File: src/rtl/chirp_rate_pkg.sv
// Package: shared definitions for the chirp pulse rate detector.
// Assumes: nothing beyond IEEE 1800-2017 elaboration.
package chirp_rate_pkg;

    // Where the tick count comes from.
    typedef enum logic {
        TS_EXTERNAL = 1'b0,
        TS_INTERNAL = 1'b1
    } ts_src_e;

    // Default gap limit in ticks: 12 * 2^20.
    localparam int unsigned GAP_LIMIT_DEF = 12 * (1 << 20);

endpackage

File: src/rtl/crd_ts_source.sv
// Module: crd_ts_source
// Supplies the free-running tick value: either it passes ts_ext_i through,
// or it runs its own counter that wraps modulo 2^TS_W.
// Assumes: in external mode the upstream counter is free-running in clk.
module crd_ts_source
    import chirp_rate_pkg::*;
#(
    parameter int      TS_W   = 32,
    parameter ts_src_e TS_SRC = TS_EXTERNAL
) (
    input  logic            clk,
    input  logic            rst_n,
    input  logic [TS_W-1:0] ts_ext_i,
    output logic [TS_W-1:0] ts_o
);

    generate
        if (TS_SRC == TS_INTERNAL) begin : g_internal
            logic [TS_W-1:0] tick_q;

            // Purpose: free-running tick counter, cleared by reset.
            always_ff @(posedge clk) begin
                if (!rst_n) tick_q <= '0;
                else        tick_q <= tick_q + 1'b1;
            end

            assign ts_o = tick_q;
        end else begin : g_external
            assign ts_o = ts_ext_i;
        end
    endgenerate

endmodule

File: src/rtl/crd_gap_judge.sv
// Module: crd_gap_judge
// Keeps the tick value of the last event and works out the gap to the
// current tick value (modulo 2^TS_W). Flags the gap as short when it is
// at most GAP_LIMIT.
// Assumes: ts_i is valid in the cycle in which evt_i is high.
module crd_gap_judge #(
    parameter int          TS_W      = 32,
    parameter int unsigned GAP_LIMIT = 12582912
) (
    input  logic            clk,
    input  logic            rst_n,
    input  logic            evt_i,
    input  logic [TS_W-1:0] ts_i,
    output logic            near_o,
    output logic [TS_W-1:0] prev_o
);

    localparam logic [TS_W-1:0] LIMIT = TS_W'(GAP_LIMIT);

    logic [TS_W-1:0] prev_q;
    logic [TS_W-1:0] gap;

    // Purpose: gap since the last event, wrapping naturally at 2^TS_W.
    always_comb begin
        gap    = ts_i - prev_q;
        near_o = (gap <= LIMIT);
    end

    // Purpose: store the tick value of every event.
    always_ff @(posedge clk) begin
        if (!rst_n)     prev_q <= '0;
        else if (evt_i) prev_q <= ts_i;
    end

    assign prev_o = prev_q;

endmodule

File: src/rtl/crd_burst_counter.sv
// Module: crd_burst_counter
// Counts close events with a saturating counter and restarts it at 1 on a
// long gap. Registers a one-cycle hit when the new count exceeds HIT_ABOVE.
// Assumes: HIT_ABOVE is below the counter maximum 2^CNT_W - 1.
module crd_burst_counter #(
    parameter int CNT_W     = 4,
    parameter int HIT_ABOVE = 8
) (
    input  logic             clk,
    input  logic             rst_n,
    input  logic             evt_i,
    input  logic             near_i,
    output logic [CNT_W-1:0] cnt_o,
    output logic             hit_o
);

    localparam logic [CNT_W-1:0] CNT_MAX = {CNT_W{1'b1}};
    localparam logic [CNT_W-1:0] CNT_ONE = CNT_W'(1);
    localparam logic [CNT_W-1:0] THRESH  = CNT_W'(HIT_ABOVE);

    logic [CNT_W-1:0] cnt_q;
    logic [CNT_W-1:0] cnt_inc;
    logic [CNT_W-1:0] cnt_d;
    logic             hit_q;
    logic             hit_d;

    // Purpose: next count and hit decision for the current event.
    always_comb begin
        cnt_inc = (cnt_q == CNT_MAX) ? CNT_MAX : cnt_q + CNT_ONE;
        cnt_d   = near_i ? cnt_inc : CNT_ONE;
        hit_d   = evt_i && near_i && (cnt_inc > THRESH);
    end

    // Purpose: count update on events only.
    always_ff @(posedge clk) begin
        if (!rst_n)     cnt_q <= '0;
        else if (evt_i) cnt_q <= cnt_d;
    end

    // Purpose: register the single-cycle hit flag.
    always_ff @(posedge clk) begin
        if (!rst_n) hit_q <= 1'b0;
        else        hit_q <= hit_d;
    end

    assign cnt_o = cnt_q;
    assign hit_o = hit_q;

endmodule

File: src/rtl/chirp_rate_detector.sv
// Module: chirp_rate_detector (top)
// Declares a chirp detection when pulse events follow each other within
// GAP_LIMIT ticks often enough. Tick source is chosen by TS_SRC.
// Assumes: evt_i is a one-cycle strobe per classified pulse.
module chirp_rate_detector
    import chirp_rate_pkg::*;
#(
    parameter int          TS_W      = 32,
    parameter int unsigned GAP_LIMIT = GAP_LIMIT_DEF,
    parameter int          CNT_W     = 4,
    parameter int          HIT_ABOVE = 8,
    parameter ts_src_e     TS_SRC    = TS_EXTERNAL
) (
    input  logic        clk,
    input  logic        rst_n,
    input  logic        evt_i,
    input  logic [31:0] ts_ext_i,
    output logic        hit_o
);

    logic [TS_W-1:0]  ts_now;
    logic [TS_W-1:0]  prev_ts;
    logic             near;
    logic [CNT_W-1:0] run_cnt;

    crd_ts_source #(.TS_W(TS_W), .TS_SRC(TS_SRC)) u_ts (
        .clk      (clk),
        .rst_n    (rst_n),
        .ts_ext_i (TS_W'(ts_ext_i)),
        .ts_o     (ts_now)
    );

    crd_gap_judge #(.TS_W(TS_W), .GAP_LIMIT(GAP_LIMIT)) u_gap (
        .clk    (clk),
        .rst_n  (rst_n),
        .evt_i  (evt_i),
        .ts_i   (ts_now),
        .near_o (near),
        .prev_o (prev_ts)
    );

    crd_burst_counter #(.CNT_W(CNT_W), .HIT_ABOVE(HIT_ABOVE)) u_cnt (
        .clk    (clk),
        .rst_n  (rst_n),
        .evt_i  (evt_i),
        .near_i (near),
        .cnt_o  (run_cnt),
        .hit_o  (hit_o)
    );

endmodule

File: config.mk
export PLATFORM = sky130hd
export DESIGN_NAME = chirp_rate_detector
export DESIGN_NICKNAME = d
export VERILOG_FILES = /design/src/rtl/chirp_rate_pkg.sv /design/src/rtl/crd_ts_source.sv /design/src/rtl/crd_gap_judge.sv /design/src/rtl/crd_burst_counter.sv /design/src/rtl/chirp_rate_detector.sv
export SDC_FILE = /design/constraint.sdc
export NUM_CORES = 1
export LEC_CHECK = 0
export BUFFER_PORTS_ARGS = -buffer_cell sky130_fd_sc_hd__buf_2
export CORE_AREA = 2 2 117 119
export CTS_CLUSTER_SIZE = 20
export DETAILED_ROUTE_END_ITERATION = 7
export DIE_AREA = 0 0 119 121
export PLACE_DENSITY = 0.5
export SYNTH_ARGS = -nofsm -noshare
export SYNTH_HDL_FRONTEND = slang
export SYNTH_SLANG_ARGS = --single-unit
File: constraint.sdc
create_clock -name clk -period 3.5 [get_ports clk]
set_input_delay 0.175 -clock clk [delete_from_list [all_inputs] [get_ports clk]]
set_output_delay 0.175 -clock clk [all_outputs]
set_load 0.05 [all_outputs]
==> load_flow_metrics.sql <==
INSERT INTO impl_metrics (metric_group, metric, value, unit) VALUES
('status', 'outcome', 'completed', ''),
('synth', 'netlist_area', '3720', 'µm²'),
('critical_path', 'critPathKind', 'reg2reg', ''),
('synth', 'post-synth-top-area-fraction', '0.199', ''),
('sta', 'timing.clock.skew', '0.00403', 'ns'),
('sta', 'totalNegativeSetupSlack', '0', 'ns'),
('synth', 'async_flop_share', '0', ''),
('route', 'dr.pass1.iters', '5', ''),
('synth', 'synth_area_leader', 'sky130_fd_sc_hd__dfxtp_1', ''),
('die', 'die_w', '119', 'µm'),
('clock_network', 'postCtsHoldBufs', '0', ''),
('clock_network', 'ctsHtreeMaxLevel', '2', ''),
('die', 'floorplan.die.height', '121', 'µm'),
('grt', 'met2_usage_in_global_routing', '0.228', ''),
('route', 'detailroute.via_count', '3537', ''),
('clock_network', 'worst_setup_hold_path_clk_slew', '0.06', 'ns'),
('clock_network', 'clock_tree_from_tritoncts', 'yes', ''),
('cells_and_area', 'total_number_of_nets_in_the_final_design', '579', ''),
('placed_design', 'port_buffers', '35', ''),
('synth', 'synth_top_cells_by_area', 'sky130_fd_sc_hd__dfxtp_1, sky130_fd_sc_hd__ha_1, sky130_fd_sc_hd__mux2i_1', ''),
('job', 'drv.max_cap_violation_count', '0', ''),
('power_and_ir_drop', 'power.ir.vdd_worst', '0.141', 'mV'),
('sta', 'report.final.setup_viol', '0', ''),
('sta', 'finalHoldWorstSlack', '0.159', 'ns'),
('cells_and_area', 'flow.area_growth_from_synthesis', '13.8', '%'),
('synth', 'yosys_register_bits', '37', ''),
('synth', 'netlist_instances', '484', ''),
('die', 'top_level_ports', '36', ''),
('cells_and_area', 'final_layout_size_suffix_gt1_frac', '0.133', ''),
('synth', 'synthFlopType', 'sky130_fd_sc_hd__dfxtp_1', ''),
('die', 'rows', '42', ''),
('placed_design', 'gp_routability_congestion', '0.874', ''),
('sta', 'layout_worst_path_cycle_share', '0.942', ''),
('sta', 'timing_max_transition_violations_final', '0', ''),
('grt', 'first_global_vias', '3376', ''),
('clock_network', 'root_buffer', 'sky130_fd_sc_hd__clkbuf_16', ''),
('route', 'drt-vias-per-instance', '5.14', ''),
('critical_path', 'critical_path.endpoint_type', 'register', ''),
('sta', 'finalHoldViolations', '0', ''),
('grt', 'grt_pass1_wl', '16500', 'µm'),
('grt', 'grt.total_usage', '0.140', ''),
('route', 'avgRoutedWirePerCell', '14.3', 'µm'),
('clock_network', 'numCtsBuffers', '5', ''),
('route', 'drtAntennaViolNets', '0', ''),
('worst_hold_path', 'min-delay-path-class', 'in2reg', ''),
('synth', 'yosysUniqueCellTypes', '72', ''),
('route', 'drc_errors', '0', ''),
('sta', 'worst_slew_pin_slew', '0.624', 'ns'),
('cells_and_area', 'num_antenna_cells', '0', ''),
('power_and_ir_drop', 'power_leakage', '1.71', 'nW'),
('grt', 'grt_start_max_net_pins', '40', ''),
('clock_network', 'sink_count_of_the_clock_tree', '37', ''),
('critical_path', 'critical_path_peak_fanout', '9', ''),
('critical_path', 'cp_data_required_time', '3.69', 'ns'),
('sta', 'layout_min_cycle_time', '3.30', 'ns'),
('synth', 'synth_sequential_area_ratio', '0.199', ''),
('die', 'core-area', '13100', 'µm²'),
('grt', 'antenna_found_initial', '0', ''),
('synth', 'synth-edff-count', '0', ''),
('synth', 'yosysWarningCount', '0', ''),
('cells_and_area', 'fillers', '1430', ''),
('clock_network', 'clock_insertion_delay_worst_skew', '0.29', 'ns'),
('grt', 'grt_overflow', '0', ''),
('clock_network', 'max-clock-path-buffers', '2', ''),
('critical_path', 'startpoint_type', 'register', ''),
('grt', 'grt.busiest_layer', 'met2', ''),
('die', 'design.die.area', '14400', 'µm²'),
('synth', 'post_synthesis_area_per_instance', '7.69', 'µm²'),
('route', 'drt-initial-drc-count', '107', ''),
('route', 'routed_wirelength', '9850', 'µm'),
('grt', 'grt_util_met1', '0.192', ''),
('placed_design', 'detailedPlacementHpwl', '7670', 'µm'),
('power_and_ir_drop', 'power-per-cell-area', '351', 'nW/µm²'),
('cells_and_area', 'multi_input_combinational_cell_area', '2730', 'µm²'),
('sta', 'max_clock_freq', '0.303', 'GHz'),
('grt', 'gr-usage-met3', '0.0193', ''),
('critical_path', 'worst-endpoint-arrival', '3.48', 'ns'),
('sta', 'unrepaired_setup_endpoints_after_global_routing', 'no', ''),
('sta', 'timing.max_slew.rel_slack', '0.584', ''),
('cells_and_area', 'seq_area', '741', 'µm²'),
('synth', 'synth_nets', '551', ''),
('die', 'initial_core_util', '0.284', '');
cells in the mapped netlist (all sizes together), types with 4 or more instances:
| cell type | count |
|---|---|
| o21ai | 30 |
| a21oi | 36 |
| nor2b | 39 |
| inv | 40 |
| xnor2 | 5 |
| clkbuf | 9 |
| nor2 | 28 |
| nand2 | 29 |
| and4 | 4 |
| a211oi | 7 |
| and2 | 5 |
| a21o | 9 |
| ha | 32 |
| nand3 | 15 |
| dfxtp | 37 |
| nor4 | 4 |
| o211ai | 8 |
| o21a | 6 |
| xor2 | 6 |
| nor3 | 10 |
| nand4 | 9 |
| and3 | 5 |
| a31oi | 6 |
| a2111oi | 4 |
| buf | 15 |
| mux2i | 34 |
report_power, final:
| part | total [W] | switching (W) | internal, W | leakage [nW] |
|---|---|---|---|---|
| Combinational | 0.000561 | 0.000330 | 0.000230 | 1.34 |
| Sequential | 0.000455 | 0.0000110 | 0.000444 | 0.305 |
| Clock | 0.000472 | 0.000191 | 0.000280 | 0.0700 |
| Total | 0.00149 | 0.000533 | 0.000955 | 1.71 |
cell type report:
cell class / instances / share of cell area
Sequential cell: 37 / 0.175
Tap cell: 176 / 0.0520
Clock buffer: 7 / 0.0337
Timing Repair Buffer: 45 / 0.0591
Multi-Input combinational cell: 383 / 0.645
Inverter: 40 / 0.0355
metal layers:
layer | vias up | share of wire
met5 | - | 0
met4 | 0 | 0.017
met3 | 11 | 0.024
met2 | 46 | 0.45
met1 | 1671 | 0.51
li1 | 1809 | -
flip-flops by register name (all words and copies together) (netlist names):
| name | cells |
|---|---|
| u_cnt.cnt_o | 4 |
| u_cnt.hit_o | 1 |
| u_gap.prev_o | 32 |
timing repair:
action,in CTS,in global routing
buffers inserted,0,0
setup endpoints to repair,0,3
gates resized for setup,0,5
critical path: stages (launching register included):
cell and delay, ns:
sky130_fd_sc_hd__dfxtp_1 0.33, sky130_fd_sc_hd__inv_1 0.04, sky130_fd_sc_hd__ha_1 0.47, sky130_fd_sc_hd__nor2b_1 0.08, sky130_fd_sc_hd__or4_1 0.47, sky130_fd_sc_hd__a2111oi_1 0.43, sky130_fd_sc_hd__nand4_1 0.14, sky130_fd_sc_hd__and4bb_1 0.30
sky130_fd_sc_hd__nand4_1 0.11, sky130_fd_sc_hd__nor4_1 0.19, sky130_fd_sc_hd__a31o_2 0.28, sky130_fd_sc_hd__nand2_1 0.07, sky130_fd_sc_hd__nor4_1 0.27
cell families (layout without fill, tap and decap cells):
kind of cell,Yosys count,after routing,share of synthesized area
fa+ha+maj,32,32,0.108
compound gates,137,137,0.248
buf+inv,64,92,0.0716
mux,34,34,0.0915
flops,37,37,0.199
xor+xnor,11,11,0.0259
simple gates,169,169,0.256
cell usage in the layout, fill, tap and decap left out, drive strengths merged, types with 8 or more instances in the layout:
| cell type | n |
|---|---|
| a21o | 9 |
| a21oi | 36 |
| buf | 45 |
| dfxtp | 37 |
| ha | 32 |
| inv | 40 |
| mux2i | 34 |
| nand2 | 29 |
| nand3 | 15 |
| nand4 | 9 |
| nor2 | 28 |
| nor2b | 39 |
| nor3 | 10 |
| o211ai | 8 |
| o21ai | 30 |
through the flow:
stage	power, W	utilization	setup slack [ns]	area, µm²	cells
2_1_floorplan	0.000874	-	0.447	3720	484
4_1_cts	0.00150	0.322	0.137	4220	688
5_1_grt	0.00160	0.324	0.0112	4230	688
6_report	0.00149	0.324	0.203	4230	688
3_3_place_gp	0.00102	0.311	0.193	4080	681
3_5_place_dp	0.00102	0.311	0.196	4080	681
worst paths after layout:
kind / start / endpoint / slack, ns / cells past startpoint
hold / removal: ts_ext_i[7] / u_gap.prev_o[7] / 0.16 / 3
setup / recovery: u_gap.prev_o[9] / u_cnt.hit_o / 0.20 / 12
hold reg to reg: u_cnt.cnt_o[1] / u_cnt.cnt_o[1] / 0.51 / 2
setup reg to reg: u_gap.prev_o[9] / u_cnt.hit_o / 0.20 / 12
No activity file was read; power rests on OpenSTA's default activity.
